--- src/rtl/cfgcap_pkg.sv ---
package cfgcap_pkg;

    localparam int unsigned CFG_W = 8;

    // Bit positions whose meaning other logic decodes
    localparam int unsigned BIT_PM  = 0;
    localparam int unsigned BIT_IO  = 2;
    localparam int unsigned BIT_MEM = 3;
    localparam int unsigned BIT_DRV = 5;

    // Stored bits: everything except the two live status bits
    localparam logic [CFG_W-1:0] STORE_MASK = ~((CFG_W'(1) << BIT_MEM) | (CFG_W'(1) << BIT_IO));
    localparam logic [CFG_W-1:0] PM_MASK    = CFG_W'(1) << BIT_PM;
    localparam logic [CFG_W-1:0] DRV_MASK   = CFG_W'(1) << BIT_DRV;

    typedef struct packed {
        logic [CFG_W-1:0] cfg;
    } core_state_t;

    typedef struct packed {
        logic done;
    } load_state_t;

    typedef struct packed {
        logic             list_bit;
        logic [CFG_W-1:0] ptr;
        logic [CFG_W-1:0] id;
        logic [CFG_W-1:0] next;
        logic             valid;
    } cap_view_t;

endpackage

--- src/rtl/cfgcap_loader.sv ---
module cfgcap_loader (
    input  logic clk,
    input  logic rst_n,
    input  logic ee_valid,
    output logic load_stb
);
    import cfgcap_pkg::*;

    load_state_t st_d, st_q;

    always_comb begin
        st_d     = st_q;
        load_stb = ee_valid & ~st_q.done;
        if (load_stb) begin
            st_d.done = 1'b1;
        end
    end

    always_ff @(posedge clk or negedge rst_n) begin
        if (!rst_n) st_q <= '0;
        else        st_q <= st_d;
    end

    AST_LOAD_SINGLE: assert property (@(posedge clk) disable iff (!rst_n)
        load_stb |=> !load_stb) else $error("load strobe repeated");

    AST_DONE_STICKY: assert property (@(posedge clk) disable iff (!rst_n)
        st_q.done |=> st_q.done) else $error("load window reopened");

endmodule

--- src/rtl/cfgcap_core.sv ---
module cfgcap_core #(
    parameter int unsigned            W         = 8,
    parameter logic [W-1:0]           RST_VAL   = '0,
    parameter logic [W-1:0]           LOAD_MASK = 8'hC3,
    parameter logic [1:0]             PM_UNLOCK = 2'b11
) (
    input  logic         clk,
    input  logic         rst_n,
    input  logic         wr_en,
    input  logic [W-1:0] wr_data,
    input  logic         load_stb,
    input  logic [W-1:0] ee_data,
    input  logic [1:0]   ee_mode,
    input  logic         cmd_wr_snoop,
    output logic [W-1:0] cfg_q_o
);
    import cfgcap_pkg::*;

    localparam logic [W-1:0] LD_M   = LOAD_MASK & STORE_MASK;
    localparam logic [W-1:0] RST_M  = RST_VAL & STORE_MASK;

    core_state_t  st_d, st_q;
    logic [W-1:0] wr_mask;
    logic         pm_unlocked;

    always_comb begin
        st_d        = st_q;
        pm_unlocked = (ee_mode == PM_UNLOCK);
        wr_mask     = pm_unlocked ? STORE_MASK : (STORE_MASK & ~PM_MASK);
        // EEPROM image first, host write over it, auto-clear last
        if (load_stb) begin
            st_d.cfg = (st_d.cfg & ~LD_M) | (ee_data & LD_M);
        end
        if (wr_en) begin
            st_d.cfg = (st_d.cfg & ~wr_mask) | (wr_data & wr_mask);
        end
        if (cmd_wr_snoop) begin
            st_d.cfg = st_d.cfg & ~DRV_MASK;
        end
    end

    always_ff @(posedge clk or negedge rst_n) begin
        if (!rst_n) st_q <= '{cfg: RST_M};
        else        st_q <= st_d;
    end

    assign cfg_q_o = st_q.cfg;

    AST_SNOOP_CLEARS: assert property (@(posedge clk) disable iff (!rst_n)
        cmd_wr_snoop |=> !cfg_q_o[BIT_DRV]) else $error("drv bit not cleared");

    AST_DRV_WRITE: assert property (@(posedge clk) disable iff (!rst_n)
        (wr_en && !cmd_wr_snoop) |=> cfg_q_o[BIT_DRV] == $past(wr_data[BIT_DRV]))
        else $error("drv bit write lost");

    AST_PM_LOCKED: assert property (@(posedge clk) disable iff (!rst_n)
        (wr_en && ee_mode != PM_UNLOCK && !load_stb) |=> $stable(cfg_q_o[BIT_PM]))
        else $error("pm bit changed while locked");

endmodule

--- src/rtl/cfgcap_capview.sv ---
module cfgcap_capview #(
    parameter int unsigned  W         = 8,
    parameter logic [W-1:0] CAP_BASE  = 8'h50,
    parameter logic [W-1:0] PM_CAP_ID = 8'h01,
    parameter logic [W-1:0] NEXT_CAP  = 8'h00
) (
    input  logic                 pm_en,
    output cfgcap_pkg::cap_view_t view
);
    always_comb begin
        view = '0;
        if (pm_en) begin
            view.list_bit = 1'b1;
            view.ptr      = CAP_BASE;
            view.id       = PM_CAP_ID;
            view.next     = NEXT_CAP;
            view.valid    = 1'b1;
        end
    end
endmodule

--- src/rtl/cfg_cap_reg.sv ---
module cfg_cap_reg #(
    parameter logic [7:0] RST_VAL   = 8'h00,
    parameter logic [7:0] LOAD_MASK = 8'hC3,
    parameter logic [1:0] PM_UNLOCK = 2'b11,
    parameter logic [7:0] CAP_BASE  = 8'h50,
    parameter logic [7:0] PM_CAP_ID = 8'h01
) (
    input  logic       clk,
    input  logic       rst_n,
    input  logic       wr_en,
    input  logic [7:0] wr_data,
    input  logic       ee_valid,
    input  logic [7:0] ee_data,
    input  logic [1:0] ee_mode,
    input  logic       cmd_wr_snoop,
    input  logic       mem_mapped,
    input  logic       io_mapped,
    output logic [7:0] rd_data,
    output logic       cap_list_bit,
    output logic [7:0] cap_ptr,
    output logic [7:0] cap_id,
    output logic [7:0] next_ptr,
    output logic       pm_regs_valid
);
    import cfgcap_pkg::*;

    logic                 load_stb;
    logic [CFG_W-1:0]     cfg_q;
    cap_view_t            view;

    cfgcap_loader u_load (
        .clk      (clk),
        .rst_n    (rst_n),
        .ee_valid (ee_valid),
        .load_stb (load_stb)
    );

    cfgcap_core #(
        .W         (CFG_W),
        .RST_VAL   (RST_VAL),
        .LOAD_MASK (LOAD_MASK),
        .PM_UNLOCK (PM_UNLOCK)
    ) u_core (
        .clk          (clk),
        .rst_n        (rst_n),
        .wr_en        (wr_en),
        .wr_data      (wr_data),
        .load_stb     (load_stb),
        .ee_data      (ee_data),
        .ee_mode      (ee_mode),
        .cmd_wr_snoop (cmd_wr_snoop),
        .cfg_q_o      (cfg_q)
    );

    cfgcap_capview #(
        .W         (CFG_W),
        .CAP_BASE  (CAP_BASE),
        .PM_CAP_ID (PM_CAP_ID),
        .NEXT_CAP  (8'h00)
    ) u_view (
        .pm_en (cfg_q[BIT_PM]),
        .view  (view)
    );

    always_comb begin
        rd_data          = cfg_q & STORE_MASK;
        rd_data[BIT_MEM] = mem_mapped;
        rd_data[BIT_IO]  = io_mapped;
    end

    assign cap_list_bit  = view.list_bit;
    assign cap_ptr       = view.ptr;
    assign cap_id        = view.id;
    assign next_ptr      = view.next;
    assign pm_regs_valid = view.valid;

    AST_CAP_HIDDEN: assert property (@(posedge clk) disable iff (!rst_n)
        !rd_data[BIT_PM] |-> (cap_ptr == 8'h00 && cap_id == 8'h00 && !cap_list_bit && !pm_regs_valid))
        else $error("capability visible while disabled");

    AST_CAP_SHOWN: assert property (@(posedge clk) disable iff (!rst_n)
        rd_data[BIT_PM] |-> (cap_ptr == CAP_BASE && cap_id == PM_CAP_ID && next_ptr == 8'h00 && cap_list_bit))
        else $error("capability fields wrong while enabled");

endmodule

--- config.mk ---
export PLATFORM = sky130hd
export DESIGN_NAME = cfg_cap_reg
export DESIGN_NICKNAME = d
export VERILOG_FILES = /design/src/rtl/cfgcap_pkg.sv /design/src/rtl/cfgcap_loader.sv /design/src/rtl/cfgcap_core.sv /design/src/rtl/cfgcap_capview.sv /design/src/rtl/cfg_cap_reg.sv
export SDC_FILE = /design/constraint.sdc
export NUM_CORES = 1
export LEC_CHECK = 0
export BUFFER_PORTS_ARGS = -buffer_cell sky130_fd_sc_hd__buf_4
export CORE_UTILIZATION = 35
export DETAILED_ROUTE_END_ITERATION = 10
export PLACE_DENSITY = 0.83
export SLEW_MARGIN = 25
export SYNTH_ARGS = -nofsm -noshare
export SYNTH_HDL_FRONTEND = slang
export SYNTH_SLANG_ARGS = --single-unit
--- constraint.sdc ---
create_clock -name clk -period 1.6 [get_ports clk]
set_clock_uncertainty 0.2 [all_clocks]
set_input_delay 0.32 -clock clk [delete_from_list [all_inputs] [get_ports clk]]
set_output_delay 0.32 -clock clk [all_outputs]
set_load 0.02 [all_outputs]
==> qor.log <==
qor: run_status.outcome finished, final reports clean
qor: pwr.power.share.switching 34.71%
qor: cts.cts-root-to-sink-buffers 2
qor: final_layout.mostFrequentLayoutCell sky130_fd_sc_hd__buf_4
qor: die.design.portCount 59
qor: cts.number_of_setup_buffers_added_after_cts 0
qor: pwr.total_power 0.5677 mW
qor: global_route.global_route_wire_length_before_repair 1131 um
qor: global_route.grt_max_degree 10
qor: routing.drtAntennaViolNets 0
qor: pwr.part_of_the_total_power_dissipated_in_combinational_logic 36.8%
qor: worst_hold_path.min-delay-path-class in -> reg
qor: pwr.sequentialPowerShare 36.2%
qor: logic_synthesis.yosys-top-cells-area sky130_fd_sc_hd__buf_4, sky130_fd_sc_hd__dfrtp_1, sky130_fd_sc_hd__mux2i_1
qor: setup_path.timing.critical_path.cells buf_4
qor: logic_synthesis.seq_area_frac_synth 33.49%
qor: cts.clock_sink_total 7
qor: logic_synthesis.yosys.cell_types.count 14
qor: die.design.die.area 1653 um^2
qor: sta.timing.final.crit_share 86.12%
qor: logic_synthesis.yosysTopAreaCell sky130_fd_sc_hd__buf_4
qor: setup_path.critPathMaxStageDelay 0.43 ns
qor: cts.cts_tree yes
qor: setup_path.timing_worst_setup_path_type reg -> out
qor: routing.finalWirelength 914 um
qor: setup_path.rrSetupSlack 0.35 ns
qor: pwr.total_leakage_power 0.3675 nW
qor: cts.clkSlewWorstSetupHoldPaths 0.05 ns
qor: logic_synthesis.syn_avg_cell_area 9.339 um^2
qor: pwr.vdd.ir_drop.worst 0.3320 mV
qor: global_route.global_route.usage.met3 4.891%
qor: sta.report.final.setup_viol 0
qor: setup_path.critical_path.max_fanout 7
qor: place.placement.setup.worst_slack 0.2768 ns
qor: cts.cts-root-buf sky130_fd_sc_hd__clkbuf_4
qor: logic_synthesis.synth-warning-count 0
qor: global_route.gr-usage-all-layers 11.25%
qor: routing.vias 361
qor: place.dpl.hpwl 823.5 um
qor: pwr.power.density 902.0 nW/um^2
qor: sta.postLayoutSetupSlackWorst 0.2222 ns
qor: setup_path.worst_setup_path_start_kind flip-flop
qor: logic_synthesis.cell_area_after_technology_mapping 523.0 um^2
qor: setup_path.crit_path_buffers_inverters 1
qor: final_layout.final_cell_mix sky130_fd_sc_hd__buf_4, sky130_fd_sc_hd__conb_1, sky130_fd_sc_hd__dfrtp_1, sky130_fd_sc_hd__mux2i_1
qor: die.core.rowCount 13
qor: sta.fmax 725.8 MHz
qor: setup_path.timing.critical_path.to_type output pin
qor: final_layout.synthToLayoutAreaGrowth 20.33%
qor: pwr.power.share.clock 26.9%
qor: global_route.met2_global_route_usage 22.22%
qor: die.core_area 1350 um^2
qor: die.chipWidth 40.66 um
qor: global_route.leftover_overflow_at_the_end_of_global_routing 0
qor: setup_path.timing.critical_path.slowest_stage_cell sky130_fd_sc_hd__dfrtp_1
qor: place.place.gp.congestion 0.5703
qor: sta.period_minus_slack 1.378 ns
qor: sta.final_max_slew_viol_count 0
qor: final_layout.fin_util 46.62%
qor: setup_path.cp_data_arrival_time 0.86 ns
qor: logic_synthesis.netlist_instances 56
qor: die.floorplan.initialDensity 38.74%
qor: pwr.p_int 0.3706 mW
qor: logic_synthesis.synth_top_area_share 40.19%
qor: sta.count_of_final_hold_check_violations 0
qor: routing.drc 0
qor: global_route.top_usage_layer met2
qor: pwr.total_switching_power 0.1971 mW
qor: global_route.antenna_found_initial 0
qor: die.fp.dieH 40.66 um
qor: routing.drt_first_pass_iters 4
qor: final_layout.num-nets-final 104
qor: routing.drt-wirelength-per-cell 9.828 um
qor: setup_path.cp_data_required_time 1.08 ns
qor: global_route.number_of_global_route_vias_before_repair 293
qor: sta.finalSetupTns 0 ns
qor: cts.numCtsBuffers 3
qor: logic_synthesis.postSynthRegisterBits 7
qor: final_layout.drive_gt1_share 41.03%
qor: final_layout.n_antenna_cell 0
qor: routing.vias_per_cell 3.882
qor: cts.worstSkewPairLatency 0.24 ns
qor: global_route.global_route_met1_utilization 9.333%
qor: cts.cts_htree_levels 1
qor: run.maxCapViolations 0
qor: setup_path.cp_top_family flip-flops
qor: sta.setup_repair_after_global_routing_missed_its_margin no
qor: place.port_buffers 27
qor: routing.drt_first_iter_violations 4
## power groups by stage
stage | Clock [mW] | Combinational, mW | Sequential [mW]
2_1_floorplan | 0 | 0.171 | 0.227
3_3_place_gp | 0 | 0.204 | 0.207
3_5_place_dp | 0 | 0.209 | 0.210
4_1_cts | 0.159 | 0.211 | 0.206
5_1_grt | 0.170 | 0.228 | 0.209
6_report | 0.153 | 0.209 | 0.206
## cell families (layout without fill, tap and decap cells)
logic type | after synthesis | in the layout | synth area share (%)
flip-flops | 7 | 7 | 33.49
buffers and inverters | 30 | 32 | 43.30
multiplexers | 6 | 6 | 11.72
AND/OR/NAND/NOR | 8 | 8 | 6.939
other | 1 | 21 | 0.7170
AO/OA/AOI/OAI | 4 | 4 | 3.826
## per-layer routing
metal	wire (um)	share of wire, %	vias up
met5	0	0	-
met4	0	0	0
met3	127	14	0
met2	507	55	28
met1	279	31	163
li1	-	-	170
## path summary, 6_finish.rpt
kind                                                   from                       endpoint  cells after the start
worst max-delay path            u_core.cfg_q_o[0]$_DFF_PN0_                   cap_list_bit                      1
worst min-delay path                           cmd_wr_snoop  u_core.cfg_q_o[5]$_DFFE_PN0P_                      2
worst max register to register      u_load.st_q$_DFFE_PN0P_  u_core.cfg_q_o[1]$_DFFE_PN0P_                      3
worst min register to register      u_load.st_q$_DFFE_PN0P_        u_load.st_q$_DFFE_PN0P_                      1
max in group asynchronous                             rst_n  u_core.cfg_q_o[7]$_DFFE_PN0P_                      2
min in group asynchronous                             rst_n        u_load.st_q$_DFFE_PN0P_                      2
## sequential cells by signal, indices dropped and copies added (netlist names)
register        count
u_load.st_q         1
u_core.cfg_q_o      6
## cells in the mapped netlist
library cell                n
sky130_fd_sc_hd__buf_4     28
sky130_fd_sc_hd__dfrtp_1    7
sky130_fd_sc_hd__mux2i_1    5
sky130_fd_sc_hd__nand2_1    3
sky130_fd_sc_hd__o21ai_1    3
sky130_fd_sc_hd__nor2_1     2
sky130_fd_sc_hd__a21oi_1    1
sky130_fd_sc_hd__buf_2      1
sky130_fd_sc_hd__buf_6      1
sky130_fd_sc_hd__conb_1     1
sky130_fd_sc_hd__mux2_2     1
sky130_fd_sc_hd__nand2b_1   1
sky130_fd_sc_hd__nand3_1    1
sky130_fd_sc_hd__or2_2      1
## final cells by class
class	count	area [um^2]
clock buffer	4	26.28
fill	145	720.7
sequential	7	175.2
tap	15	18.77
multi-input combinational	39	196.4
timing repair buffer	28	212.7
## through the flow
step | instances | area, um^2 | hold slack [ns]
global route | 93 | 629.4 | 0.01339
global placement | 88 | 593.1 | -0.06428
CTS | 93 | 629.4 | 0.01305
floorplan | 76 | 598.1 | -0.1756
detailed placement | 88 | 593.1 | -0.05973
finish | 93 | 629.4 | 0.01922
## timing repair
action	in CTS	in global routing
hold buffers	1	0
hold endpoints to repair	7	0
gates resized for setup	0	0
(Power assumes the default switching activity.)
